## config.mk

```make
export PLATFORM = sky130hd
export DESIGN_NAME = edge_irq_debounce
export DESIGN_NICKNAME = d
export VERILOG_FILES = /design/src/rtl/edge_irq_debounce.sv
export SDC_FILE = /design/constraint.sdc
export NUM_CORES = 1
export LEC_CHECK = 0
export BUFFER_PORTS_ARGS = -buffer_cell sky130_fd_sc_hd__buf_2
export CAP_MARGIN = 20
export CORE_ASPECT_RATIO = 0.5
export CORE_MARGIN = 1
export CORE_UTILIZATION = 50
export CTS_BUF_LIST = sky130_fd_sc_hd__clkbuf_8
export DETAILED_ROUTE_END_ITERATION = 6
export PLACE_DENSITY = 0.77
export SETUP_SLACK_MARGIN = 0.15
export SKIP_CTS_REPAIR_TIMING = 1
export SLEW_MARGIN = 20
export SYNTH_ARGS = -nofsm -noshare
export SYNTH_HDL_FRONTEND = slang
export SYNTH_SLANG_ARGS = --single-unit
export TNS_END_PERCENT = 5
```

## constraint.sdc

```tcl
create_clock -name clk -period 1.61 [get_ports clk]
set_clock_uncertainty 0.15 [all_clocks]
set_input_delay 0.161 -clock clk [delete_from_list [all_inputs] [get_ports clk]]
set_output_delay 0.161 -clock clk [all_outputs]
set_load 0.005 [all_outputs]
```

## src/rtl/edge_irq_debounce.sv

```systemverilog
module edge_irq_debounce #(
  parameter int NUM_LINES = 6,
  parameter int CNT_W     = 4
) (
  input  logic                 clk,
  input  logic                 rst_n,
  input  logic [NUM_LINES-1:0] line_i,
  input  logic [NUM_LINES-1:0] fall_en_i,
  input  logic [NUM_LINES-1:0] rise_en_i,
  input  logic [CNT_W-1:0]     debounce_i,
  input  logic [NUM_LINES-1:0] clr_fall_i,
  input  logic [NUM_LINES-1:0] clr_rise_i,
  output logic [NUM_LINES-1:0] fall_sts_o,
  output logic [NUM_LINES-1:0] rise_sts_o,
  output logic                 irq_o
);

  logic                 primed_q;
  logic [NUM_LINES-1:0] ref_q;
  logic [NUM_LINES-1:0] qual;
  logic [NUM_LINES-1:0] fall_hit;
  logic [NUM_LINES-1:0] rise_hit;
  logic [CNT_W-1:0]     cnt_q [NUM_LINES];

  always_ff @(posedge clk or negedge rst_n)
    if (!rst_n) primed_q <= 1'b0;
    else        primed_q <= 1'b1;

  for (genvar g = 0; g < NUM_LINES; g++) begin : g_line
    assign qual[g] = primed_q && (line_i[g] != ref_q[g]) && (cnt_q[g] == debounce_i);

    always_ff @(posedge clk or negedge rst_n) begin
      if (!rst_n) begin
        ref_q[g] <= 1'b0;
        cnt_q[g] <= '0;
      end else if (!primed_q) begin
        ref_q[g] <= line_i[g];
        cnt_q[g] <= '0;
      end else if (line_i[g] != ref_q[g]) begin
        if (qual[g]) begin
          ref_q[g] <= line_i[g];
          cnt_q[g] <= '0;
        end else begin
          cnt_q[g] <= cnt_q[g] + 1'b1;
        end
      end else begin
        cnt_q[g] <= '0;
      end
    end
  end

  assign fall_hit = qual &  ref_q & fall_en_i;
  assign rise_hit = qual & ~ref_q & rise_en_i;

  always_ff @(posedge clk or negedge rst_n) begin
    if (!rst_n) begin
      fall_sts_o <= '0;
      rise_sts_o <= '0;
    end else begin
      fall_sts_o <= (fall_sts_o & ~clr_fall_i) | fall_hit;
      rise_sts_o <= (rise_sts_o & ~clr_rise_i) | rise_hit;
    end
  end

  assign irq_o = |{fall_sts_o, rise_sts_o};

endmodule


```

### After elaboration in Yosys (flattened, before gate mapping)

Cells that the tools add are included.

* memory bits (writable): 0
* memories: 0
* bits in latches: 0
* bits in registers: 43
* logic and storage cells: 111
* ROM bits: 0

* equal/unequal tests: 24
* add/subtract/negate cells: 6
* bitwise operators: 11
* divide/modulo/power cells: 0
* reductions and logical operators: 19
* mux-type cells: 36
* shift operators: 0
* $mul: 0
* $lt $le $gt $ge: 0

Operator list (count)
* 4-bit two-way mux: 18
* 6-bit AND: 6
* 4-bit by 1-bit adder with 4-bit output, second input constant: 6
* 4-bit equality test: 6
* 2-bit by 1-bit != test with 1-bit output, second input constant: 12
* 1-bit two-way mux: 18
* 6-bit NOT: 3
* 1-bit logical AND: 12
* 6-bit OR: 2
* 2-bit AND reduction: 6
* 12-bit OR reduction: 1
* 1-bit != test: 6

### Logic depth before layout (Yosys ltp)

* word-level depth: 6
* depth in mapped cells: 4

### Least setup slack after synthesis

Ideal clock, no wire load.

* kind: reg2reg
* from: reg cnt_q[11] in the netlist's numbering
* to: reg fall_sts_o[3]
* slack: 29 ps
* data arrival time: 1336 ps
* clock period less this slack: 1581 ps
* stages on the path, launching flop included: 4
* path through: dfrtp_1 -> xor2_1 -> or4_4 -> o32ai_2

* word-level cells in the longest chain between the ends: 5

Ends and longest elaborated chain
* start: declaration: RTL line 23 `logic [CNT_W-1:0] cnt_q [NUM_LINES];`
* start signal: indexed assignment: RTL line 44 `cnt_q[g] <= cnt_q[g] + 1'b1;`
* 4-bit equality test: RTL line 30 `assign qual[g] = primed_q && (line_i[g] != ref_q[g]) && (cnt_q[g] == debounce_i);`
* 1-bit logical AND: RTL line 30
* 6-bit AND (2 in a row): RTL line 52 `assign fall_hit = qual & ref_q & fall_en_i;`
* 6-bit OR: RTL line 60 `fall_sts_o <= (fall_sts_o & ~clr_fall_i) | fall_hit;`
* end signal: assignment: RTL line 60
* end: declaration: RTL line 13 `output logic [NUM_LINES-1:0] fall_sts_o,`

Every way passes these cells.
A chain may end at the register's enable or synchronous reset.

### Worst setup path after layout

* from: reg cnt_q[1] in the netlist's numbering
* to: reg ref_q[5]

* word-level cells in the longest chain between the ends: 4

Ends and longest elaborated chain
* 4-bit equality test: RTL line 30
* 1-bit logical AND: RTL line 30
* 2-bit by 1-bit != test with 1-bit output (no source line)
* 2-bit AND reduction (no source line)
* end signal: indexed assignment: RTL line 37 `ref_q[g] <= line_i[g];`
* end signal: indexed assignment: RTL line 41 `ref_q[g] <= line_i[g];`
* end: declaration: RTL line 19 `logic [NUM_LINES-1:0] ref_q;`

Every way passes these cells.

==> impl_metrics.py <==
metrics = {
    "synth": {
        "syn-cell-area_mm2": 0.00221,
        "syn-num-nets": 233,
        "synth_cell_type_count": 23,
        "syn_inst": 191,
        "ys_async_sr_fraction": 1.00,
        "synth_top_area_cell": "dfrtp_1",
        "synth_edf_count": 0,
        "synthSimpleGateAreaFrac": 0.160,
        "synthMuxAreaShare": 0.0306,
        "yosys-top-cells-area": "dfrtp_1 (49%), xnor2_1 (8.3%), xor2_1 (8.3%)",
        "ys_ff_latch": 43,
        "synthAdderAreaFrac": 0.0340,
        "synth_compound_area_frac": 0.0934,
        "synth_top_family_by_area": "XOR/XNOR gates",
        "avgSynthCellArea_um2": 11.6,
        "netlist.area_leader.share": 0.487,
        "synth_xor_area_frac": 0.166,
        "yosys_warnings": 0,
        "synth-seq-area-share": 0.487,
        "ys.flop_type": "dfrtp_1",
    },
    "global_route": {
        "grt_max_degree": 44,
        "grt_usage": 0.233,
        "antenna_found_initial": 0,
        "grt_pass1_vias": 1781,
        "grt_pass1_wl_um": 8250,
        "gr-total-overflow": 0,
    },
    "place": {
        "io_buffers": 48,
        "dp.cells": 304,
        "globalplace.congestion": 0.808,
        "hpwl_um": 3600,
        "placed_area_mm2": 0.00263,
        "dpl_worst_slack_ns": -0.00547,
    },
    "run_status": {
        "violations": "negative hold slack, negative setup slack",
        "outcome": "finished, violations left",
    },
    "layout": {
        "post-route-util": 0.739,
        "seq_area_mm2": 0.00108,
        "final_cell_area_mm2": 0.00300,
        "fillers": 258,
        "stdcell_count": 331,
        "drive_gt1_frac": 0.321,
        "antenna-diode-count": 0,
        "multi_input_area_mm2": 0.00116,
        "area.growth.synth_to_final_pct": 35.8,
        "final_nets": 319,
    },
    "route": {
        "drc": 0,
        "drt_iter0_drc": 81,
        "drt-total-wl_um": 5600,
        "via_per_inst": 5.58,
        "dr.pass1.iters": 4,
        "wl_per_cell_um": 16.9,
        "vias": 1847,
        "ant_nets": 0,
    },
    "timing": {
        "fin_crit_ns": 1.63,
        "setup-violations-final": 1,
        "drv_slew": 0,
        "tns_ns": -0.0152,
        "fin_crit_sh": 1.01,
        "fmax_mhz": 615,
        "whs_ns": -0.0350,
        "rsz0062_at_grt": "yes",
        "hold_violations": 3,
        "fin_ws_ns": -0.0152,
    },
    "power_and_ir_drop": {
        "power_frac_comb": 0.193,
        "internal_power_mw": 1.69,
        "switchingPower_mw": 0.655,
        "irDropWorstVdd_mv": 0.424,
        "switching_share": 0.279,
        "p_clk_frac": 0.298,
        "p_per_area_mw_per_mm2": 782,
        "totalPowerFinal_mw": 2.35,
        "pwr-share-seq": 0.508,
        "p_leak_nw": 1.42,
    },
    "setup_path": {
        "worstSetupStartpointType": "flop",
        "worstPathCellList": "xor2_1 -> o41ai_1 -> mux2_1",
        "required_ns": 1.64,
        "cp-end-kind": "flop",
        "crit_fanout": 3,
        "critPathLaunch": "cnt_q[1]$_DFF_PN0_",
        "reg2reg_to": "ref_q[5]$_DFFE_PN0P_",
        "criticalPathCategory": "flop to flop",
        "reg2reg_depth": 3,
        "slowest_delay_ns": 0.42,
        "rr_startpoint": "cnt_q[1]$_DFF_PN0_",
        "r2r_setup_slack_ns": -0.02,
        "crit_arrival_ns": 1.65,
        "cpMaxStageDelayCell": "dfrtp_1",
    },
    "clock_tree": {
        "cts_buffers": 5,
        "cts.sinks": 43,
        "clock_path_buffers": 2,
        "h-tree-depth": 2,
        "insertion_delay_ns": 0.29,
        "clk_pin_slew_ns": 0.08,
        "cts_tree": "built",
        "cts_root_buffer": "clkbuf_8",
    },
    "hold_path": {
        "hold_depth": 2,
        "hp-class": "input port to flop",
        "hold_start": "line_i[5]",
        "holdPathEnd": "ref_q[5]$_DFFE_PN0P_",
    },
    "floorplan": {
        "die_y_um": 49.0,
        "num_io_pins": 49,
        "initial_core_util": 0.544,
        "dieArea_mm2": 0.00471,
        "core_mm2": 0.00406,
        "fp-row-count": 16,
        "die_w_um": 96.0,
    },
    "run": {
        "cap_violations": 0,
    },
}
-- worst max path at each step --
| stage | end | slack (ns) | cells after the start |
|---|---|---|---|
| 6_report | ref_q[5]$_DFFE_PN0P_ | -0.02 | 3 |
| 4_1_cts | irq_o | -0.08 | 3 |
| 2_1_floorplan | ref_q[3]$_DFFE_PN0P_ | 0.07 | 3 |
| 3_3_place_gp | ref_q[5]$_DFFE_PN0P_ | 0.02 | 3 |
| 5_1_grt | irq_o | -0.07 | 3 |
| 3_5_place_dp | ref_q[3]$_DFFE_PN0P_ | -0.005 | 3 |
-- cells in the mapped netlist, types with 6 or more instances --
master,instances
dfrtp_1,43
ha_1,6
inv_1,10
mux2_1,6
nand2_1,9
nand2b_1,6
nand3_1,7
nor3_1,18
nor3b_1,6
nor4_1,6
o41ai_1,6
xnor2_1,21
xor2_1,21
-- power groups by stage --
stage / Clock [mW] / Combinational [mW] / Sequential, mW
2_1_floorplan: 0 / 0.221 / 1.20
3_3_place_gp: 0 / 0.370 / 1.21
3_5_place_dp: 0 / 0.383 / 1.21
4_1_cts: 0.707 / 0.389 / 1.19
5_1_grt: 0.754 / 0.496 / 1.20
6_report: 0.701 / 0.454 / 1.19
-- critical path: cells and delay by family, from the launching register on --
family,cells,cell delay (ns)
xor+xnor,1,0.17
flops,1,0.42
compound gates,1,0.41
mux,1,0.36
-- registers in the layout, indices dropped and copies added (netlist names) --
| name | cells |
|---|---|
| rise_sts_o | 6 |
| primed_q | 1 |
| ref_q | 6 |
| cnt_q | 24 |
| fall_sts_o | 6 |
-- logic make-up (layout without fill, tap and decap cells) --
| family | Yosys count | in the layout |
|---|---|---|
| AO/OA/AOI/OAI | 18 | 18 |
| XOR/XNOR | 42 | 42 |
| adder cells (fa/ha/maj) | 6 | 6 |
| buffers and inverters | 14 | 100 |
| flip-flops | 43 | 43 |
| multiplexers | 6 | 6 |
| other | 1 | 1 |
| AND/OR/NAND/NOR | 61 | 61 |
-- cell usage in the layout (no fill, tap or decap), types with 3 or more instances in the layout --
master and count:
buf_2 48, dfrtp_1 43, xor2_1 20, dlygate4sd3_1 20
nor3_1 18, xnor2_1 17, buf_4 13, inv_1 10
nand2_1 9, nand3_1 7, nor3b_1 6, nand2b_1 6
mux2_1 6, ha_1 6, clkbuf_8 6, o41ai_2 5
nor4_1 4, xnor2_2 4, o32ai_2 4, o41ai_1 4
or4_4 3, nand4_1 3, nand3b_1 3, a41o_1 3
-- cell type report --
class / count / share of cell area
Tap cell: 54 / 0.0225
Inverter: 10 / 0.0125
Timing Repair Buffer: 83 / 0.192
Clock buffer: 6 / 0.0275
Sequential cell: 43 / 0.358
Multi-Input combinational cell: 134 / 0.385
Clock inverter: 1 / 0.00167
-- metal layers --
layer,vias to the layer above,share of wire,global-route usage,wire [um]
met3,14,0.045,0.0530,250
li1,869,-,-,-
met4,0,0.023,0.0771,127
met2,50,0.50,0.389,2810
met5,-,0,0,0
met1,914,0.43,0.300,2410
Note: power is estimated with default switching activity, not from simulation.
